### config.mk
export PLATFORM = sky130hd
export DESIGN_NAME = tach_meter
export DESIGN_NICKNAME = d
export VERILOG_FILES = /design/src/rtl/tach_pkg.sv /design/src/rtl/tach_sync.sv /design/src/rtl/tach_edge_qual.sv /design/src/rtl/tach_prescaler.sv /design/src/rtl/tach_meas_fsm.sv /design/src/rtl/tach_meter.sv
export SDC_FILE = /design/constraint.sdc
export NUM_CORES = 1
export LEC_CHECK = 0
export BUFFER_PORTS_ARGS = -buffer_cell sky130_fd_sc_hd__buf_2
export CORE_UTILIZATION = 30
export CTS_CLUSTER_DIAMETER = 200
export DETAILED_ROUTE_END_ITERATION = 8
export GPL_TIMING_DRIVEN = 0
export SYNTH_ARGS = -nofsm -noshare
export SYNTH_HDL_FRONTEND = slang
export SYNTH_SLANG_ARGS = --single-unit
### constraint.sdc
create_clock -name clk -period 10.6 [get_ports clk]
set_clock_uncertainty 0.05 [all_clocks]
set_input_delay 2.12 -clock clk [delete_from_list [all_inputs] [get_ports clk]]
set_output_delay 2.12 -clock clk [all_outputs]
set_load 0.1 [all_outputs]
### src/rtl/tach_pkg.sv
package tach_pkg;

    typedef enum logic [2:0] {
        ST_IDLE  = 3'd0,
        ST_ARM   = 3'd1,
        ST_WAIT  = 3'd2,
        ST_COUNT = 3'd3,
        ST_DONE  = 3'd4
    } meas_state_e;

    localparam logic [1:0] EM_FALL = 2'b00;
    localparam logic [1:0] EM_RISE = 2'b01;
    localparam logic [1:0] EM_BOTH = 2'b10;

endpackage

### src/rtl/tach_sync.sv
module tach_sync #(
    parameter int N_CH = 16
) (
    input  logic            clk,
    input  logic            rst_n,
    input  logic [N_CH-1:0] pin_i,
    output logic [N_CH-1:0] sync_o
);
    for (genvar g = 0; g < N_CH; g++) begin : g_ch
        logic stage1_q;
        logic stage2_q;
        always_ff @(posedge clk or negedge rst_n) begin
            if (!rst_n) begin
                stage1_q <= 1'b0;
                stage2_q <= 1'b0;
            end else begin
                stage1_q <= pin_i[g];
                stage2_q <= stage1_q;
            end
        end
        assign sync_o[g] = stage2_q;
    end
endmodule

### src/rtl/tach_edge_qual.sv
module tach_edge_qual
    import tach_pkg::*;
(
    input  logic       clk,
    input  logic       rst_n,
    input  logic       sig_i,
    input  logic [1:0] mode_i,
    output logic       qual_o
);
    logic prev_q;

    always_ff @(posedge clk or negedge rst_n) begin
        if (!rst_n) prev_q <= 1'b0;
        else        prev_q <= sig_i;
    end

    always_comb begin
        unique case (mode_i)
            EM_FALL: qual_o = prev_q & ~sig_i;
            EM_RISE: qual_o = ~prev_q & sig_i;
            EM_BOTH: qual_o = prev_q ^ sig_i;
            default: qual_o = 1'b0;
        endcase
    end
endmodule

### src/rtl/tach_prescaler.sv
module tach_prescaler #(
    parameter int DIV_W = 2
) (
    input  logic             clk,
    input  logic             rst_n,
    input  logic             restart_i,
    input  logic [DIV_W-1:0] div_i,
    output logic             tick_o
);
    localparam int PC_W = 2 + 2 * ((1 << DIV_W) - 1);

    logic [PC_W-1:0] pc_q;
    logic [PC_W-1:0] ratio_m1;

    assign ratio_m1 = (PC_W'(4) << {div_i, 1'b0}) - PC_W'(1);
    assign tick_o   = !restart_i && (pc_q == ratio_m1);

    always_ff @(posedge clk or negedge rst_n) begin
        if (!rst_n)                pc_q <= '0;
        else if (restart_i)        pc_q <= '0;
        else if (pc_q == ratio_m1) pc_q <= '0;
        else                       pc_q <= pc_q + PC_W'(1);
    end
endmodule

### src/rtl/tach_meas_fsm.sv
module tach_meas_fsm
    import tach_pkg::*;
#(
    parameter int CNT_W    = 20,
    parameter int PERIOD_W = 16,
    parameter int TO_SHIFT = 5
) (
    input  logic                clk,
    input  logic                rst_n,
    input  logic                trig_chg_i,
    input  logic                start_ok_i,
    input  logic                qual_i,
    input  logic                tick_i,
    input  logic [PERIOD_W-1:0] period_i,
    output logic                restart_o,
    output logic                done_o,
    output logic [CNT_W-1:0]    count_o
);
    localparam int TO_W = PERIOD_W + TO_SHIFT;
    localparam logic [CNT_W-1:0] CNT_MAX = {CNT_W{1'b1}};

    meas_state_e state_q, state_d;
    logic [CNT_W-1:0] cnt_q;
    logic [CNT_W-1:0] res_q;
    logic             done_q;
    logic [TO_W-1:0]  tout_q;
    logic [TO_W-1:0]  limit;
    logic             tmo;
    logic             active;

    assign limit  = {period_i, {TO_SHIFT{1'b0}}};
    assign tmo    = (tout_q == limit);
    assign active = (state_q == ST_WAIT) || (state_q == ST_COUNT);

    always_comb begin
        state_d = state_q;
        if (trig_chg_i) begin
            state_d = start_ok_i ? ST_ARM : ST_IDLE;
        end else begin
            unique case (state_q)
                ST_IDLE:  state_d = ST_IDLE;
                ST_ARM:   state_d = ST_WAIT;
                ST_WAIT:  if (qual_i) state_d = ST_COUNT;
                          else if (tmo) state_d = ST_DONE;
                ST_COUNT: if (qual_i || tmo) state_d = ST_DONE;
                ST_DONE:  state_d = ST_DONE;
                default:  state_d = ST_IDLE;
            endcase
        end
    end

    always_ff @(posedge clk or negedge rst_n) begin
        if (!rst_n) state_q <= ST_IDLE;
        else        state_q <= state_d;
    end

    assign restart_o = (trig_chg_i && start_ok_i) ||
                       (!trig_chg_i && state_q == ST_WAIT && qual_i);

    always_ff @(posedge clk or negedge rst_n) begin
        if (!rst_n) begin
            cnt_q  <= '0;
            res_q  <= '0;
            done_q <= 1'b0;
            tout_q <= '0;
        end else if (trig_chg_i) begin
            cnt_q  <= '0;
            res_q  <= '0;
            done_q <= 1'b0;
            tout_q <= '0;
        end else begin
            if (active && tick_i && !tmo) tout_q <= tout_q + TO_W'(1);
            unique case (state_q)
                ST_WAIT: begin
                    if (qual_i) begin
                        cnt_q <= '0;
                    end else if (tmo) begin
                        res_q  <= '0;
                        done_q <= 1'b1;
                    end
                end
                ST_COUNT: begin
                    if (qual_i) begin
                        res_q  <= (tick_i && cnt_q != CNT_MAX) ? cnt_q + CNT_W'(1) : cnt_q;
                        done_q <= 1'b1;
                    end else if (tmo) begin
                        res_q  <= '0;
                        done_q <= 1'b1;
                    end else if (tick_i && cnt_q != CNT_MAX) begin
                        cnt_q <= cnt_q + CNT_W'(1);
                    end
                end
                default: ;
            endcase
        end
    end

    assign done_o  = done_q;
    assign count_o = res_q;

    a_r2_clear_on_write: assert property (@(posedge clk) disable iff (!rst_n)
        trig_chg_i |=> (!done_q && res_q == '0));

    a_r3_invalid_stays_idle: assert property (@(posedge clk) disable iff (!rst_n)
        (trig_chg_i && !start_ok_i) |=> (state_q == ST_IDLE && !done_q));

    a_r8_timeout_zero: assert property (@(posedge clk) disable iff (!rst_n)
        (state_q == ST_WAIT && tmo && !qual_i && !trig_chg_i) |=> (done_q && res_q == '0));

    a_r10_no_wrap: assert property (@(posedge clk) disable iff (!rst_n)
        (state_q == ST_COUNT && cnt_q == CNT_MAX && !trig_chg_i) |=>
        (cnt_q == CNT_MAX || state_q != ST_COUNT));

    a_r11_hold: assert property (@(posedge clk) disable iff (!rst_n)
        (done_q && !trig_chg_i) |=> (done_q && $stable(res_q)));
endmodule

### src/rtl/tach_meter.sv
module tach_meter
    import tach_pkg::*;
#(
    parameter int N_CH     = 16,
    parameter int CNT_W    = 20,
    parameter int PERIOD_W = 16,
    parameter int DIV_W    = 2,
    parameter int TO_SHIFT = 5
) (
    input  logic                clk,
    input  logic                rst_n,
    input  logic [N_CH-1:0]     tach_in,
    input  logic [N_CH-1:0]     chan_en,
    input  logic [N_CH-1:0]     trig_reg,
    input  logic [1:0]          edge_sel,
    input  logic [DIV_W-1:0]    tach_div,
    input  logic [PERIOD_W-1:0] period_unit,
    output logic [31:0]         result
);
    localparam int CH_W  = (N_CH > 1) ? $clog2(N_CH) : 1;
    localparam int PAD_W = 31 - CNT_W;

    logic [N_CH-1:0]  synced;
    logic [N_CH-1:0]  trig_q;
    logic             trig_chg;
    logic             start_ok;
    logic [CH_W-1:0]  idx;
    logic [CH_W-1:0]  sel_q;
    logic             qual;
    logic             tick;
    logic             restart;
    logic             done;
    logic [CNT_W-1:0] count;

    tach_sync #(.N_CH(N_CH)) u_sync (
        .clk(clk), .rst_n(rst_n), .pin_i(tach_in), .sync_o(synced)
    );

    always_comb begin
        idx = '0;
        for (int i = 0; i < N_CH; i++) begin
            if (trig_reg[i]) idx = CH_W'(i);
        end
    end

    assign trig_chg = (trig_reg != trig_q);
    assign start_ok = $onehot(trig_reg) && |(trig_reg & chan_en);

    always_ff @(posedge clk or negedge rst_n) begin
        if (!rst_n) begin
            trig_q <= '0;
            sel_q  <= '0;
        end else begin
            trig_q <= trig_reg;
            if (trig_chg && start_ok) sel_q <= idx;
        end
    end

    tach_edge_qual u_qual (
        .clk(clk), .rst_n(rst_n), .sig_i(synced[sel_q]),
        .mode_i(edge_sel), .qual_o(qual)
    );

    tach_prescaler #(.DIV_W(DIV_W)) u_pre (
        .clk(clk), .rst_n(rst_n), .restart_i(restart),
        .div_i(tach_div), .tick_o(tick)
    );

    tach_meas_fsm #(.CNT_W(CNT_W), .PERIOD_W(PERIOD_W), .TO_SHIFT(TO_SHIFT)) u_fsm (
        .clk(clk), .rst_n(rst_n), .trig_chg_i(trig_chg), .start_ok_i(start_ok),
        .qual_i(qual), .tick_i(tick), .period_i(period_unit),
        .restart_o(restart), .done_o(done), .count_o(count)
    );

    assign result = {done, {PAD_W{1'b0}}, count};

    a_r1_reset_clear: assert property (@(posedge clk) disable iff (!rst_n)
        $rose(result[31]) |-> !trig_chg);
endmodule

After elaboration in Yosys (flattened, before gate mapping)
Cells that the tools add are included.
{"block": "classes", "addsub": 19, "n_lt_le_gt_ge": 1, "eq_ne": 17, "shifts": 1, "mux": 44, "n_bitwise": 6, "reduce_logical": 21}
{"op": "$mux W20", "n": 9}
{"op": "$pmux W20 S2", "n": 2}
{"op": "$mux W4", "n": 13}
{"op": "$mux W21", "n": 2}
{"op": "$add A21 B1 Y21 const B", "n": 1}
{"op": "$eq A21 B21 Y1", "n": 1}
{"op": "$add A20 B1 Y20 const B", "n": 1}
{"op": "$ne A20 B20 Y1 const B", "n": 1}
{"op": "$add A1 B1 Y2", "n": 8}
{"op": "$and A16 B16 Y16", "n": 1}
{"op": "$mux W8", "n": 2}
{"op": "$ne A16 B16 Y1", "n": 1}
{"op": "$reduce_or A16 Y1", "n": 1}
{"op": "$add A2 B2 Y3", "n": 4}
{"op": "$mux W3", "n": 4}
{"op": "$ne A3 B2 Y1 const B", "n": 4}
{"op": "$pmux W3 S4", "n": 1}
{"op": "$add A3 B3 Y4", "n": 2}
{"op": "$add A8 B1 Y8 const B", "n": 1}
{"op": "$eq A8 B8 Y1", "n": 1}
{"op": "$logic_and A1 B1 Y1", "n": 8}
{"op": "$shl A3 B3 Y8 const A", "n": 1}
{"op": "$sub A8 B2 Y8 const B", "n": 1}
{"op": "$mux W1", "n": 7}
{"op": "other kinds (24)", "n": 32}
{"block": "totals", "regBits": 126, "inputBits": 70, "output_inout_bits": 32, "word_cells": 150}

Depth between registers and ports, before layout
Gate-level depths: netlist of the first run.
{"block": "depth", "word_depth": 16, "ltp_mapped": 17, "depth_no_buf": 16}

Cells and area by module
From an unflattened synthesis of the first run, not the netlist that was laid out.
{"block": "unflattened", "hier_cells": 626, "hier_area_um2": 6764.0}
{"module": "tach_meas_fsm", "instances": 1, "cells_each": 389, "area_each_um2": 3757.4, "seq_area_each_um2": 1626.6}
{"module": "tach_meter", "instances": 1, "cells_each": 135, "area_each_um2": 1539.0, "seq_area_each_um2": 500.5}
{"module": "tach_sync", "instances": 1, "cells_each": 48, "area_each_um2": 920.9, "seq_area_each_um2": 800.8}
{"module": "tach_prescaler", "instances": 1, "cells_each": 46, "area_each_um2": 466.7, "seq_area_each_um2": 200.2}
{"module": "tach_edge_qual", "instances": 1, "cells_each": 8, "area_each_um2": 80.1, "seq_area_each_um2": 25.0}

Worst setup path before layout of the first run
No wires, ideal clock.
{"block": "synth_timing", "kind": "input to register", "start": "in trig_reg[5]", "end": "reg u_fsm.res_q[1], in the netlist u_fsm.count_o[1]", "setup_time_ps": 132, "t_arrival_ps": 6362, "required_ps": 10418, "path_slack_ps": 4057, "stages": 17, "n_path_buf": 1, "cell_sequence": "inv_1 -> fa_1 -> inv_1 -> fa_1 -> fa_1 -> inv_1 -> fa_1 -> inv_1 -> ha_1 -> fa_1 -> nor4b_1 -> o21ai_1 -> o31ai_2 -> clkbuf_1 -> nor2_1 -> a21oi_1 -> o2bb2ai_1"}
{"block": "synth_via", "elab_chain_cells": 15, "word_cells_on_any_way": 24, "classes_between": "add/sub: 4; eq/ne: 3; mux: 4; bitwise: 1; reduce/logical: 12"}
{"element": "from (decl)", "line": "tach_meter.sv:14", "text": "input logic [N_CH-1:0] trig_reg,"}
{"element": "$add A1 B1 Y2 (not written as such)", "line": "tach_meter.sv:47", "text": "assign start_ok = $onehot(trig_reg) && |(trig_reg & chan_en);"}
{"element": "$add A2 B2 Y3 (not written as such)", "line": "tach_meter.sv:47"}
{"element": "$add A3 B3 Y4 (not written as such)", "line": "tach_meter.sv:47"}
{"element": "$add A4 B4 Y5 (not written as such)", "line": "tach_meter.sv:47"}
{"element": "$eq A5 B1 Y1", "line": "tach_meter.sv:47"}
{"element": "$logic_and A1 B1 Y1", "line": "tach_meter.sv:47"}
{"element": "$logic_and A1 B1 Y1", "line": "tach_meas_fsm.sv:57", "text": "assign restart_o = (trig_chg_i && start_ok_i) ||"}
{"element": "$logic_or A1 B1 Y1", "line": "tach_meas_fsm.sv:57"}
{"element": "$logic_not A1 Y1", "line": "tach_prescaler.sv:16", "text": "assign tick_o = !restart_i && (pc_q == ratio_m1);"}
{"element": "$logic_and A1 B1 Y1", "line": "tach_prescaler.sv:16"}
{"element": "$logic_and A1 B1 Y1", "line": "tach_meas_fsm.sv:84", "text": "res_q <= (tick_i && cnt_q != CNT_MAX) ? cnt_q + CNT_W'(1) : cnt_q;"}
{"element": "$mux W20", "line": "tach_meas_fsm.sv:84"}
{"element": "$mux W20", "line": "tach_meas_fsm.sv:83", "text": "if (qual_i) begin"}
{"element": "$pmux W20 S2", "line": "tach_meas_fsm.sv:73", "text": "unique case (state_q)"}
{"element": "$mux W20", "line": "tach_meas_fsm.sv:66", "text": "end else if (trig_chg_i) begin"}
{"element": "to (signal assigned)", "line": "tach_meas_fsm.sv:84"}
{"element": "to (decl)", "line": "tach_meas_fsm.sv:24", "text": "logic [CNT_W-1:0] res_q;"}
Parallel ways exist; a longest one is shown, timed or not.
A chain may end at the register's enable or synchronous reset.

Worst setup path in the final report of the first run
Ends and elaborated chain as after synthesis.

==> impl_metrics.py, run 1 <==
metrics = {
    "run_status": {
        "status": "complete, no violations",
    },
    "cells_and_area": {
        "drive_gt1_share_pct": 20.6,
        "area_growth_pct": 21.7,
        "final_nets": 840,
        "diodes": 0,
    },
    "synthesis": {
        "syn_inst": 628,
        "synth_xor_xnor_area_share_pct": 9.12,
        "netlist_area_um2": 6620,
        "synth_warnings": 0,
        "synth_edf_count": 0,
        "seq_area_frac_synth_pct": 47.6,
        "async_flop_share_pct": 100,
        "yosys.area_share.simple_pct": 18.0,
        "synthAdderAreaFrac_pct": 5.29,
        "avgSynthCellArea_um2": 10.5,
        "ys_types": 57,
        "muxShareOfSynthArea_pct": 2.63,
        "synth_top_family_by_area": "simple AND/OR/NAND/NOR gates",
        "ys_seq_elements": 126,
        "synth_compound_area_share_pct": 12.3,
        "synth_top_flop_cell": "dfrtp_1",
    },
    "worst_hold_path": {
        "worst_hold_path.endpoint": "u_sync.g_ch[11].stage2_q$_DFF_PN0_",
        "hp-start": "u_sync.g_ch[11].stage1_q$_DFF_PN0_",
        "holdPathStages": 0,
        "hold_class": "flop to flop",
    },
    "sta": {
        "relSlewSlack_pct": 46.2,
        "setup_viol": 0,
        "clock.fmax_mhz": 142,
        "worstMarginPinSlew_ns": 0.800,
        "finalWorstPathRequiredPeriod_ns": 7.04,
        "fin_crit_sh_pct": 66.4,
        "timing.setup.tns_ns": 0,
        "drv_slew": 0,
        "hold_viol_final": 0,
        "rsz0062_at_grt": "no",
    },
    "worst_setup_path": {
        "r2r-end": "u_fsm.cnt_q[18]$_DFFE_PN0P_",
        "required_ns": 10.84,
        "path_class": "input pin to flop",
        "startpoint_type": "input pin",
        "r2r_slack_ns": 6.39,
        "worstRegToRegCells": 12,
        "path_max_fanout": 10,
        "crit_arrival_ns": 7.28,
        "r2r-start": "sel_q[0]$_DFFE_PN0P_",
        "cp-end-kind": "flop",
    },
    "pwr": {
        "intPower_uw": 947,
        "power_density_nw_per_um2": 170,
        "clockPowerShare_pct": 41.9,
        "power.switching_uw": 421,
        "cellLeakagePower_uw": 0.00350,
        "p_sw_share_pct": 30.8,
        "power_uw": 1370,
        "p_seq_share_pct": 39.5,
        "p_comb_share_pct": 18.6,
        "peakVddDrop_mv": 0.113,
    },
    "detailed_routing": {
        "vias_per_cell": 4.94,
        "detail_route.first_pass.iterations": 5,
        "ant_nets": 0,
        "wl_per_cell_um": 14.7,
        "vias": 5117,
        "routed_wl_um": 15200,
        "drc": 0,
        "drt_iter0_markers": 236,
    },
    "cts": {
        "root_buffer": "clkbuf_16",
        "cts_hold_repair.buffers": 0,
        "cts.path.max_buffers": 2,
        "path_clk_slew_ns": 0.06,
        "cts_resized": 0,
        "cts_setup_buffers": 0,
        "clock_sinks": 126,
        "cts-htree-levels": 4,
        "cts_buffers": 17,
        "cts_tree": "yes",
        "clk_latency_ns": 0.43,
    },
    "flow_run": {
        "maxCapViolCount": 0,
    },
    "place": {
        "io_buffers": 90,
        "hpwlAfterDp_um": 10800,
        "place_congestion": 0.820,
    },
    "floorplan": {
        "rows": 53,
        "die_area_um2": 22700,
        "coreArea_um2": 21400,
        "start_util_pct": 31.0,
        "die_w_um": 151,
        "io_pins": 102,
        "die_y_um": 151,
    },
    "global_routing": {
        "antenna_found_initial": 0,
        "grt_pass1_wl_um": 25500,
        "grt_start_max_net_pins": 65,
        "globalRouteOverflowTotal": 0,
        "grt_util_all_layers_pct": 14.6,
        "grt_pass1_vias": 4994,
    },
}
==> metrics by stage <==
stage | area [um^2] | util [%] | hold WS, ns | instances | setup slack (ns)
2_1_floorplan | 6660 | - | 0.281 | 638 | 4.06
3_3_place_gp | 7460 | 34.9 | 0.284 | 1003 | 3.18
3_5_place_dp | 7490 | 35.1 | 0.285 | 1004 | 3.10
4_1_cts | 8060 | 37.8 | 0.299 | 1036 | 3.56
5_1_grt | 8060 | 37.8 | 0.308 | 1036 | 3.26
6_report | 8060 | 37.8 | 0.297 | 1036 | 3.56
==> cell families (layout without fill, tap and decap cells) <==
family,after synthesis,in the layout
xor gates and xnor gates,69,69
buffers and inverters,72,195
DFF,126,126
adders and majority gates,22,22
and+or+nand+nor,221,221
muxes,11,11
AOI/OAI and AO/OA,106,106
other,1,11
==> Yosys cell counts, types with 10 or more instances <==
library cell / instances / area [um^2]
dfrtp_1: 126 / 3150
nor2_1: 49 / 184
xnor2_1: 36 / 315
inv_1: 34 / 128
xor2_1: 33 / 289
nand2_1: 29 / 109
a21oi_1: 28 / 140
nand3_1: 28 / 140
nand4_1: 23 / 144
o2bb2ai_1: 20 / 175
clkbuf_1: 19 / 71.3
nor4_1: 19 / 119
nor3_1: 18 / 90.1
and3_1: 12 / 75.1
buf_4: 12 / 90.1
ha_1: 12 / 150
a221o_1: 11 / 110
fa_1: 10 / 200
==> final cells by class <==
cell class | count | area, um^2
inverters | 35 | 131
plain buffers | 37 | 198
well taps | 275 | 344
fillers | 2142 | 13300
clock inverters | 15 | 149
repair buffers | 91 | 484
flip-flops and latches | 126 | 3150
multi-input cells | 440 | 3180
clock buffers | 17 | 425
==> power by group through the flow <==
stage	Sequential [uW]	Clock [uW]	Combinational [uW]
global placement	549	0	252
CTS	541	587	260
global route	546	611	297
floorplan	542	0	186
detailed placement	550	0	259
finish	541	573	254
==> critical path: stages <==
cell       delay, ns
buf_2           0.14
inv_1           0.09
fa_1            0.53
inv_1           0.05
fa_1            0.46
fa_1            0.51
inv_1           0.05
fa_1            0.47
inv_1           0.04
ha_1            0.20
fa_1            0.44
nor4b_1         0.32
o21ai_1         0.19
o31ai_2         0.66
clkbuf_1        0.42
nor2_1          0.27
a21oi_1         0.24
o2bb2ai_1       0.08
==> worst max-delay path by stage <==
stage,from,endpoint,slack [ns]
2_1_floorplan,trig_reg[5],u_fsm.count_o[1]$_DFFE_PN0P_,4.06
3_3_place_gp,trig_reg[5],u_fsm.count_o[1]$_DFFE_PN0P_,3.18
3_5_place_dp,trig_reg[5],u_fsm.count_o[1]$_DFFE_PN0P_,3.10
4_1_cts,trig_reg[5],u_fsm.count_o[1]$_DFFE_PN0P_,3.56
5_1_grt,trig_reg[7],u_fsm.count_o[1]$_DFFE_PN0P_,3.26
6_report,trig_reg[5],u_fsm.count_o[1]$_DFFE_PN0P_,3.56
==> placed cells by master, fill, tap and decap left out, types with 18 or more instances in the layout <==
| cell | Yosys | routed |
|---|---|---|
| nor4_1 | 19 | 19 |
| o2bb2ai_1 | 20 | 20 |
| dfrtp_1 | 126 | 126 |
| xnor2_1 | 36 | 36 |
| xor2_1 | 33 | 33 |
| nand2_1 | 29 | 29 |
| clkbuf_1 | 19 | 19 |
| nor2_1 | 49 | 49 |
| a21oi_1 | 28 | 28 |
| nor3_1 | 18 | 18 |
| buf_2 | 5 | 94 |
| nand4_1 | 23 | 23 |
| inv_1 | 34 | 34 |
| nand3_1 | 28 | 28 |
==> state kept, by name (all words and copies together) (netlist names) <==
name	flops
u_fsm.count_o	20
u_fsm.done_o	1
u_fsm.cnt_q	20
u_fsm.state_q	3
u_pre.pc_q	8
u_fsm.tout_q	21
u_sync.g_ch.stage1_q	16
u_sync.g_ch.stage2_q	16
u_qual.prev_q	1
trig_q	16
sel_q	4
==> per-layer routing <==
layer / share of wire [%] / track usage (%) / up-vias
li1: - / - / 2506
met1: 49 / 20.4 / 2444
met2: 44 / 21.9 / 145
met3: 5.3 / 3.58 / 22
met4: 1.6 / 4.90 / 0
met5: 0 / 0 / -
Note: power is estimated with default switching activity, not from simulation.
==> run 2: changes to the inputs <==
ABC_AREA = 1   (was unset)
clock period = 6.46 ns   (was 10.6 ns; I/O delays follow)
==> impl_metrics.py, run 2 <==
metrics = {
    "global_routing": {
        "grt_pass1_vias": 5412,
        "grt_pass1_wl_um": 26000,
        "grt_util_all_layers_pct": 13.7,
        "globalRouteOverflowTotal": 0,
        "antenna_found_initial": 0,
        "grt_start_max_net_pins": 74,
    },
    "sta": {
        "drv_slew": 0,
        "rsz0062_at_grt": "no",
        "finalWorstPathRequiredPeriod_ns": 5.58,
        "relSlewSlack_pct": 58.0,
        "hold_viol_final": 0,
        "clock.fmax_mhz": 179,
        "setup_ws_ns": 0.878,
        "worstMarginPinSlew_ns": 0.625,
        "fin_crit_sh_pct": 86.4,
        "setup_viol": 0,
        "timing.setup.tns_ns": 0,
    },
    "place": {
        "place_ws_ns": 0.446,
        "place_congestion": 0.843,
        "hpwlAfterDp_um": 11300,
        "io_buffers": 90,
    },
    "cells_and_area": {
        "drive_gt1_share_pct": 17.5,
        "diodes": 0,
        "final_common_cell": "nand2_1",
        "final_nets": 1091,
        "final_cell_mix": "nand2_1, dfrtp_1, inv_1",
        "regMostFlops": "u_fsm.tout_q",
        "area_growth_pct": 21.0,
        "largest_register_ffs": 21,
    },
    "cts": {
        "clock_sinks": 126,
        "cts_resized": 0,
        "cts_buffers": 17,
        "cts_setup_buffers": 0,
        "root_buffer": "clkbuf_16",
        "cts_hold_repair.buffers": 0,
        "cts_tree": "yes",
        "path_clk_slew_ns": 0.07,
        "clk_latency_ns": 0.42,
        "cts.path.max_buffers": 2,
        "cts-htree-levels": 4,
    },
    "worst_setup_path": {
        "required_ns": 6.71,
        "critPathMaxStageDelay_ns": 0.54,
        "path_max_fanout": 10,
        "cp-end-kind": "flop",
        "crit_arrival_ns": 5.83,
        "slowest_stage": "fa_1",
        "startpoint_type": "input pin",
        "path_cells": "buf_2 > inv_2 > fa_1 > inv_1 > fa_1 > fa_1 > inv_1 > fa_1 > inv_1 > ha_1 > fa_1 > nor3_1 > nand3_1 > nor2_1 > nand2_4 > nand3_4 > inv_2 > nand2_2 > buf_6 > xor2_1 > o21ai_1",
        "crit_path_frequent_cell": "fa_1",
        "path_class": "input pin to flop",
    },
    "floorplan": {
        "io_pins": 102,
        "start_util_pct": 30.7,
        "die_w_um": 155,
        "rows": 55,
        "die_area_um2": 23900,
        "die_y_um": 155,
        "coreArea_um2": 22700,
    },
    "synthesis": {
        "yosys.area_share.simple_pct": 29.0,
        "yosysMostFrequentCell": "nand2_1",
        "synthTopCellsByArea": "dfrtp_1, nand2_1, inv_1",
        "ys_types": 48,
        "ys_seq_elements": 126,
        "muxShareOfSynthArea_pct": 0.287,
        "synth_top_family_by_area": "simple AND/OR/NAND/NOR gates",
        "syn_inst": 879,
        "synth_warnings": 0,
        "netlist_area_um2": 6980,
        "yosys.area.top_type_share_pct": 45.2,
        "yosysTopAreaCell": "dfrtp_1",
        "synthAdderAreaFrac_pct": 5.02,
        "synth_top_flop_cell": "dfrtp_1",
        "synth_xor_xnor_area_share_pct": 4.52,
        "seq_area_frac_synth_pct": 45.2,
        "synth_common_cells": "nand2_1, dfrtp_1, inv_1, nor2_1, nand3_1",
        "synth_compound_area_share_pct": 6.22,
        "avgSynthCellArea_um2": 7.94,
        "synth_edf_count": 0,
        "async_flop_share_pct": 100,
    },
    "detailed_routing": {
        "drt_iter0_markers": 330,
        "wl_per_cell_um": 11.8,
        "routed_wl_um": 15300,
        "detail_route.first_pass.iterations": 4,
        "drc": 0,
        "vias": 5746,
        "ant_nets": 0,
        "vias_per_cell": 4.43,
    },
    "flow_run": {
        "maxCapViolCount": 0,
    },
    "pwr": {
        "power_density_nw_per_um2": 269,
        "peakVddDrop_mv": 0.165,
        "cellLeakagePower_uw": 0.00423,
    },
    "run_status": {
        "status": "complete, no violations",
    },
    "worst_hold_path": {
        "hold_class": "flop to flop",
    },
}
run 2: layer usage:
| metal | GRT usage, % | part of all wire [%] |
|---|---|---|
| met5 | 0 | 0 |
| met4 | 5.33 | 1.4 |
| met3 | 2.86 | 3.5 |
| met2 | 21.7 | 46 |
| met1 | 18.3 | 49 |
run 2: kinds of logic (layout without fill, tap and decap cells):
logic type                 count (synthesis)  in the layout
other                                      1             11
and+or+nand+nor                          463            463
adders and majority gates                 22             22
AOI/OAI and AO/OA                         74             74
muxes                                      2              2
xor gates and xnor gates                  36             36
buffers and inverters                    155            278
DFF                                      126            126
run 2: report_power, final:
part	switching [uW]	internal [uW]	leakage, uW	total (uW)
clock	413	551	0.000286	964
combinational	268	164	0.00233	432
sequential	33.1	840	0.00162	873
run 2: worst max-delay path, delay by kind of cell:
family / cells / cell delay (ns)
xor gates and xnor gates: 1 / 0.25
buffers and inverters: 7 / 0.58
adders and majority gates: 6 / 2.64
and+or+nand+nor: 6 / 0.94
AOI/OAI and AO/OA: 1 / 0.10
run 2: path summary, 6_finish.rpt:
kind	from	to	slack, ns	cells past startpoint
worst min register to register	u_sync.g_ch[8].stage1_q$_DFF_PN0_	u_sync.g_ch[8].stage2_q$_DFF_PN0_	0.30	0
worst min-delay path	u_sync.g_ch[8].stage1_q$_DFF_PN0_	u_sync.g_ch[8].stage2_q$_DFF_PN0_	0.30	0
min in group asynchronous	rst_n	u_fsm.tout_q[11]$_DFFE_PN0P_	0.77	1
worst max-delay path	trig_reg[5]	u_fsm.count_o[0]$_DFFE_PN0P_	0.88	21
max in group asynchronous	rst_n	u_sync.g_ch[15].stage2_q$_DFF_PN0_	4.86	2
worst max register to register	sel_q[0]$_DFFE_PN0P_	u_fsm.count_o[0]$_DFFE_PN0P_	3.03	19
run 2: layout make-up:
cell class                      instances  area (um^2)
Clock inverter                         15          163
Sequential cell                       126         3150
Buffer                                 27          201
Timing Repair Buffer                   91          484
Fill cell                            2319        14300
Multi-Input combinational cell        608         3180
Tap cell                              285          357
Inverter                              128          483
Clock buffer                           17          425
run 2: per-stage QoR:
stage / cell area (um^2) / instances / power (uW) / utilization [%] / hold slack (ns)
global route: 8450 / 1297 / 2410 / 37.2 / 0.306
floorplan: 7020 / 889 / 1200 / - / 0.281
detailed placement: 7860 / 1265 / 1330 / 34.6 / 0.285
global placement: 7830 / 1264 / 1310 / 34.5 / 0.285
finish: 8450 / 1297 / 2270 / 37.2 / 0.299
CTS: 8450 / 1297 / 2310 / 37.2 / 0.301
